$ cat src/rtl/cfMapPkg.sv
package cfMapPkg;

  typedef enum logic [1:0] {
    MODE_MEMWIN    = 2'd0,
    MODE_CONTIG    = 2'd1,
    MODE_PRIMARY   = 2'd2,
    MODE_SECONDARY = 2'd3
  } addrMode_t;

  typedef enum logic [1:0] {
    RS_CORE   = 2'd0,
    RS_STATUS = 2'd1,
    RS_DADDR  = 2'd2,
    RS_HIBYTE = 2'd3
  } rspSel_t;

  // strobes from the decoder to the register datapath
  typedef struct packed {
    logic    rspLoad;
    rspSel_t rspSel;
    logic    ctrlLoad;
    logic    wake;
    logic    latchWord;
    logic    latchLow;
  } pathStb_t;

  localparam int unsigned TF_W      = 4;
  localparam int unsigned OFF_DATA0 = 4'h0;
  localparam int unsigned OFF_DATA1 = 4'h8;
  localparam int unsigned OFF_HIBYT = 4'h9;
  localparam int unsigned OFF_ERRFT = 4'hD;
  localparam int unsigned OFF_ALTCT = 4'hE;
  localparam int unsigned OFF_DADDR = 4'hF;
  localparam int unsigned CORE_DATA = 0;
  localparam int unsigned CORE_ERR  = 1;

endpackage

$ cat src/rtl/cfAddrDecode.sv
module cfAddrDecode
  import cfMapPkg::*;
#(
  parameter int unsigned ADDR_W   = 12,
  parameter int unsigned WIN_BASE = 'h400,
  parameter int unsigned WIN_SIZE = 'h400,
  parameter int unsigned PRI_TF   = 'h1F0,
  parameter int unsigned PRI_CTL  = 'h3F0,
  parameter int unsigned SEC_TF   = 'h170,
  parameter int unsigned SEC_CTL  = 'h370,
  parameter int unsigned CTL_FOLD = 'h8
) (
  input  logic              reqValid,
  input  logic              reqWrite,
  input  logic [ADDR_W-1:0] reqAddr,
  input  logic [1:0]        addrMode,
  output pathStb_t          stb,
  output logic              coreRd,
  output logic              coreWr,
  output logic [ADDR_W-1:0] coreAddr
);

  localparam logic [ADDR_W-1:0] WIN_LO  = ADDR_W'(WIN_BASE);
  localparam logic [ADDR_W-1:0] WIN_HI  = ADDR_W'(WIN_BASE + WIN_SIZE - 1);
  localparam int unsigned       HI_W    = ADDR_W - TF_W;
  localparam logic [HI_W-1:0]   PRI_TFH = HI_W'(PRI_TF >> TF_W);
  localparam logic [HI_W-1:0]   PRI_CTH = HI_W'(PRI_CTL >> TF_W);
  localparam logic [HI_W-1:0]   SEC_TFH = HI_W'(SEC_TF >> TF_W);
  localparam logic [HI_W-1:0]   SEC_CTH = HI_W'(SEC_CTL >> TF_W);

  logic [ADDR_W-1:0] xlat;
  logic [TF_W-1:0]   off;
  logic              isLocal;

  // fold one legacy window pair (task file + control block)
  function automatic logic [ADDR_W-1:0] legacyFold(
    input logic [ADDR_W-1:0] a,
    input logic [HI_W-1:0]   tfHi,
    input logic [HI_W-1:0]   ctHi,
    input int unsigned       tfBase,
    input int unsigned       ctBase
  );
    logic [ADDR_W-1:0] r;
    r = a;
    if (a[ADDR_W-1:TF_W] == ctHi)
      r = a - ADDR_W'(ctBase) + ADDR_W'(CTL_FOLD);
    else if (a[ADDR_W-1:TF_W] == tfHi)
      r = a - ADDR_W'(tfBase);
    return r;
  endfunction

  always_comb begin
    xlat = reqAddr;
    case (addrMode_t'(addrMode))
      MODE_MEMWIN:    if (reqAddr >= WIN_LO && reqAddr <= WIN_HI) xlat = '0;
      MODE_CONTIG:    xlat = {{HI_W{1'b0}}, reqAddr[TF_W-1:0]};
      MODE_PRIMARY:   xlat = legacyFold(reqAddr, PRI_TFH, PRI_CTH, PRI_TF, PRI_CTL);
      MODE_SECONDARY: xlat = legacyFold(reqAddr, SEC_TFH, SEC_CTH, SEC_TF, SEC_CTL);
      default:        xlat = reqAddr;
    endcase
  end

  assign off     = xlat[TF_W-1:0];
  assign isLocal = (xlat[ADDR_W-1:TF_W] == '0);

  always_comb begin
    stb      = '0;
    coreRd   = 1'b0;
    coreWr   = 1'b0;
    coreAddr = xlat;
    if (reqValid) begin
      stb.rspLoad = !reqWrite;
      stb.rspSel  = RS_CORE;
      if (isLocal && (off == TF_W'(OFF_DATA0) || off == TF_W'(OFF_DATA1))) begin
        coreAddr      = ADDR_W'(CORE_DATA);
        coreRd        = !reqWrite;
        coreWr        = reqWrite;
        stb.latchWord = !reqWrite;
      end else if (isLocal && off == TF_W'(OFF_HIBYT)) begin
        stb.latchLow = reqWrite;
        stb.rspSel   = RS_HIBYTE;
      end else if (isLocal && off == TF_W'(OFF_ERRFT)) begin
        coreAddr = ADDR_W'(CORE_ERR);
        coreRd   = !reqWrite;
        coreWr   = reqWrite;
      end else if (isLocal && off == TF_W'(OFF_ALTCT)) begin
        stb.ctrlLoad = reqWrite;
        stb.rspSel   = RS_STATUS;
      end else if (isLocal && off == TF_W'(OFF_DADDR) && !reqWrite) begin
        stb.rspSel = RS_DADDR;
      end else begin
        // generic pass-through, including unmapped addresses
        coreRd   = !reqWrite;
        coreWr   = reqWrite;
        stb.wake = reqWrite;
      end
    end
  end

endmodule

$ cat src/rtl/cfRegPath.sv
module cfRegPath
  import cfMapPkg::*;
#(
  parameter int unsigned DATA_W   = 16,
  parameter int unsigned CTRL_W   = 8,
  parameter int unsigned IEN_BIT  = 1,
  parameter int unsigned SRST_BIT = 2
) (
  input  logic              clk,
  input  logic              rstN,
  input  pathStb_t          stb,
  input  logic [CTRL_W-1:0] ctrlData,
  input  logic [7:0]        lowByte,
  input  logic [DATA_W-1:0] coreRdata,
  input  logic [7:0]        coreStatus,
  input  logic              drivePresent,
  input  logic [3:0]        driveHeadSel,
  input  logic              coreIrq,
  input  logic              pdSet,
  input  logic              readyClr,
  output logic              rspValid,
  output logic [DATA_W-1:0] rspRdata,
  output logic [CTRL_W-1:0] devCtrl,
  output logic              cardResetPulse,
  output logic              irqOut,
  output logic              pwrDown,
  output logic              readyPin,
  output logic              byteCycle
);

  localparam logic [7:0] DADDR_FIXED = 8'hC2;

  logic [DATA_W-1:0] latchWord;
  logic [DATA_W-1:0] rspMux;
  logic              softRst;
  logic              wakeHit;

  assign softRst = stb.ctrlLoad && ctrlData[SRST_BIT];
  assign wakeHit = stb.wake && pwrDown;

  always_comb begin
    case (stb.rspSel)
      RS_STATUS: rspMux = drivePresent ? DATA_W'(coreStatus) : '0;
      RS_DADDR:  rspMux = DATA_W'(DADDR_FIXED | {2'b00, ~driveHeadSel, 2'b00});
      RS_HIBYTE: rspMux = DATA_W'(latchWord[DATA_W-1:DATA_W-8]);
      default:   rspMux = coreRdata;
    endcase
  end

  always_ff @(posedge clk) begin
    if (!rstN) begin
      rspValid       <= 1'b0;
      rspRdata       <= '0;
      devCtrl        <= '0;
      cardResetPulse <= 1'b0;
      pwrDown        <= 1'b0;
      readyPin       <= 1'b0;
      byteCycle      <= 1'b0;
      latchWord      <= '0;
    end else begin
      rspValid       <= stb.rspLoad;
      cardResetPulse <= softRst;
      if (stb.rspLoad) rspRdata <= rspMux;

      if (softRst) begin
        devCtrl   <= '0;
        latchWord <= '0;
        byteCycle <= 1'b0;
        pwrDown   <= pdSet;
      end else begin
        if (stb.ctrlLoad) devCtrl <= ctrlData;
        if (stb.latchWord) latchWord <= coreRdata;
        else if (stb.latchLow) latchWord <= DATA_W'(lowByte);
        if (stb.latchLow) byteCycle <= !byteCycle;
        if (pdSet) pwrDown <= 1'b1;
        else if (wakeHit) pwrDown <= 1'b0;
      end

      if (wakeHit) readyPin <= 1'b1;
      else if (readyClr) readyPin <= 1'b0;
    end
  end

  assign irqOut = coreIrq && !devCtrl[IEN_BIT] && !devCtrl[SRST_BIT];

endmodule

$ cat src/rtl/cfTaskFileMapper.sv
module cfTaskFileMapper
  import cfMapPkg::*;
#(
  parameter int unsigned ADDR_W = 12,
  parameter int unsigned DATA_W = 16,
  parameter int unsigned CTRL_W = 8
) (
  input  logic              clk,
  input  logic              rstN,
  input  logic [1:0]        addrMode,
  input  logic              reqValid,
  input  logic              reqWrite,
  input  logic [ADDR_W-1:0] reqAddr,
  input  logic [DATA_W-1:0] reqWdata,
  output logic              rspValid,
  output logic [DATA_W-1:0] rspRdata,
  output logic              coreRd,
  output logic              coreWr,
  output logic [ADDR_W-1:0] coreAddr,
  output logic [DATA_W-1:0] coreWdata,
  input  logic [DATA_W-1:0] coreRdata,
  input  logic [7:0]        coreStatus,
  input  logic              drivePresent,
  input  logic [3:0]        driveHeadSel,
  input  logic              coreIrq,
  input  logic              pdSet,
  input  logic              readyClr,
  output logic [CTRL_W-1:0] devCtrl,
  output logic              cardResetPulse,
  output logic              irqOut,
  output logic              pwrDown,
  output logic              readyPin,
  output logic              byteCycle
);

  pathStb_t stb;

  cfAddrDecode #(.ADDR_W(ADDR_W)) uDecode (
    .reqValid (reqValid),
    .reqWrite (reqWrite),
    .reqAddr  (reqAddr),
    .addrMode (addrMode),
    .stb      (stb),
    .coreRd   (coreRd),
    .coreWr   (coreWr),
    .coreAddr (coreAddr)
  );

  cfRegPath #(.DATA_W(DATA_W), .CTRL_W(CTRL_W)) uPath (
    .clk            (clk),
    .rstN           (rstN),
    .stb            (stb),
    .ctrlData       (reqWdata[CTRL_W-1:0]),
    .lowByte        (reqWdata[7:0]),
    .coreRdata      (coreRdata),
    .coreStatus     (coreStatus),
    .drivePresent   (drivePresent),
    .driveHeadSel   (driveHeadSel),
    .coreIrq        (coreIrq),
    .pdSet          (pdSet),
    .readyClr       (readyClr),
    .rspValid       (rspValid),
    .rspRdata       (rspRdata),
    .devCtrl        (devCtrl),
    .cardResetPulse (cardResetPulse),
    .irqOut         (irqOut),
    .pwrDown        (pwrDown),
    .readyPin       (readyPin),
    .byteCycle      (byteCycle)
  );

  assign coreWdata = reqWdata;

endmodule

$ cat config.mk
export PLATFORM = sky130hd
export DESIGN_NAME = cfTaskFileMapper
export DESIGN_NICKNAME = d
export VERILOG_FILES = /design/src/rtl/cfMapPkg.sv /design/src/rtl/cfAddrDecode.sv /design/src/rtl/cfRegPath.sv /design/src/rtl/cfTaskFileMapper.sv
export SDC_FILE = /design/constraint.sdc
export NUM_CORES = 1
export LEC_CHECK = 0
export BUFFER_PORTS_ARGS = -buffer_cell sky130_fd_sc_hd__buf_2
export CORE_ASPECT_RATIO = 0.5
export CORE_MARGIN = 5
export CORE_UTILIZATION = 40
export DETAILED_ROUTE_END_ITERATION = 10
export HOLD_SLACK_MARGIN = 0.06
export PLACE_DENSITY = 0.71
export SLEW_MARGIN = 10
export SYNTH_ARGS = -nofsm -noshare
export SYNTH_HDL_FRONTEND = slang
export SYNTH_SLANG_ARGS = --single-unit
$ cat constraint.sdc
create_clock -name clk -period 2.5 [get_ports clk]
set_input_delay 0 -clock clk [delete_from_list [all_inputs] [get_ports clk]]
set_output_delay 0 -clock clk [all_outputs]
set_load 0.005 [all_outputs]
==> run metrics <==
RD Place Congestion 0.905; endpoints failing hold 0; DR WL/cell 15.2 um; GRT overflow 0; drt first pass iters 4; Cell Rows 20; post-layout util 62.1%; clock root buffer clkbuf_16; number of synthesized register bits 37; CP arrival 2.38 ns; CP Class in -> out; pins over their slew limit 0; MaxCap Viol Count 0; synth top area cells dfxtp_1, buf_4, nand2_1; final wirelength 8.63 mm; initial antenna violation count 0; Area Growth Syn to Fin 46.6%; fin nets 546; Synth Cell Area 2640 um2; largest net degree at the start of global routing 39; H-tree depth 2; power density cells 421 nW/um2; Post-synth EDFFs 0; vias in the first global route 2870; Synth area leader dfxtp_1; Ys Warns 0; Most used DFF post-synth dfxtp_1; CTS tree done; Die Wd 125 um; top-count cell post-synth dfxtp_1; Syn Inst Count 324; most frequent cells after synthesis dfxtp_1, nand2_1, buf_4, nor2_1, nor2b_1; fmax 0.420 GHz; Leakage 1.78 nW; sequential fraction of the synthesis area 28.1%; Die Y 67.4 um; peak supply drop 0.253 mV; n_diodes 0; maximum clock insertion buffer count 2; HP Class in -> reg; later-pin clock latency in the skew report 0.28 ns; Die ar. 8420 um2; worst-path fanout max 5; final worst-path cycle share 95.2%; required time of the critical path 2.50 ns; status completed; Core Region 6230 um2; ys async rst share 0%; post-synth net total 393; RSZ-0062 raised after global routing false; final setup vio count 0; initial drt markers 190; FF-to-FF setup slack 1.39 ns; Layout Skew 0.00233 ns; normalized max-slew margin 45.1%; Remaining DRCs 0; Vias 2998; # clock sinks 37; crit path launch type input pin; vias per cell 5.30; share of the synthesized area in the top cell type 28.1%; Mapped Avg Cell Area 8.15 um2; I/O Buffers 109; CP endpoint kind output port; Fin Setup TNS 0 ns; Least-Margin Pin Slew 0.813 ns; CTS Buf Count 5; Detail Placement HPWL 6.30 mm; post-synth cell types 63; share of layout cells above drive strength 1 36.6%; CTS clk-pin slew, worst paths 0.06 ns; Final ANT Viol Nets 0; first-pass GRT wire length 13.6 mm; Starting Density 42.4%; gr usage total 19.5%; Ports 126; fin crit period 2.38 ns
-- cell type report --
| type | instances | area, um2 |
|---|---|---|
| clock inverters | 3 | 21.3 |
| repair buffers | 183 | 1180 |
| inverters | 10 | 37.5 |
| well taps | 88 | 110 |
| flip-flops and latches | 37 | 741 |
| fillers | 548 | 2360 |
| clock buffers | 5 | 125 |
| multi-input cells | 240 | 1660 |
-- critical path, stage by stage --
cell and delay [ns]:
buf_2 0.12, inv_1 0.07, ha_1 0.22, a211o_1 0.30, a32o_1 0.27, or2_2 0.29, or3_4 0.34, or2_4 0.27
buf_4 0.15, nor3_4 0.12, a31oi_1 0.10, buf_2 0.13
-- final timing paths --
path / start / to / cells after the start
worst max-delay path: reqAddr[4] / coreAddr[2] / 12
worst min-delay path: coreRdata[6] / uPath.rspRdata[6]$_SDFFE_PN0P_ / 3
worst max register to register: uPath.latchWord[9]$_SDFFE_PP0P_ / uPath.rspRdata[1]$_SDFFE_PN0P_ / 4
worst min register to register: uPath.devCtrl[0]$_SDFFE_PP0N_ / uPath.devCtrl[0]$_SDFFE_PP0N_ / 2
-- timing repair --
action	in CTS	in global routing
endpoints found under the hold margin	39	0
gates resized for setup	1	4
buffers inserted	0	0
pin swaps	0	0
hold buffers	31	0
endpoints found under the setup margin	1	3
-- report_power, final --
part / internal, mW / switching, mW / total (mW)
logic: 0.209 / 0.196 / 0.405
registers: 0.607 / 0.00919 / 0.616
clock network: 0.370 / 0.238 / 0.609
-- layer usage --
metal	share of wire [%]	track usage, %
met5	0	0
met4	1.5	5.95
met3	5.4	3.24
met2	50	36.6
met1	43	23.5
-- cell families after synthesis --
family | count (synthesis) | share of synthesized area [%]
and+or+nand+nor | 129 | 29.0
AOI/OAI and AO/OA | 93 | 26.1
buffers and inverters | 47 | 10.0
DFF | 37 | 28.1
muxes | 10 | 3.79
xor gates and xnor gates | 5 | 1.66
adders and majority gates | 3 | 1.42
-- layout by cell type (no fill, tap or decap), types with 7 or more instances in the layout --
master         instances
a21oi_1                9
a22o_1                12
a22oi_1               10
buf_2                109
buf_4                 43
dfxtp_1               37
dlygate4sd3_1         31
inv_1                 10
mux2i_1               10
nand2_1               28
nand2b_1               8
nand3_1                7
nand3b_1               7
nor2_1                18
nor2b_1               16
o21ai_0               13
-- stage by stage --
stage / instances / hold slack (ns) / setup slack (ns) / area [um2] / power (mW)
6_report: 566 / 0.0608 / 0.121 / 3870 / 1.63
2_1_floorplan: 324 / 0.0678 / 0.0126 / 2640 / 0.824
3_3_place_gp: 527 / 0.0000601 / -0.131 / 3390 / 0.984
4_1_cts: 566 / 0.0666 / 0.0675 / 3850 / 1.64
5_1_grt: 566 / 0.0717 / 0.00969 / 3870 / 1.71
3_5_place_dp: 527 / 0.0000601 / -0.189 / 3390 / 0.985
-- flip-flops by register name, indices dropped and copies added (netlist names) --
register,flops
uPath.rspRdata,16
uPath.devCtrl,8
uPath.latchWord,8
uPath.byteCycle,1
uPath.cardResetPulse,1
uPath.pwrDown,1
uPath.readyPin,1
uPath.rspValid,1
No activity file was read; power rests on OpenSTA's default activity.
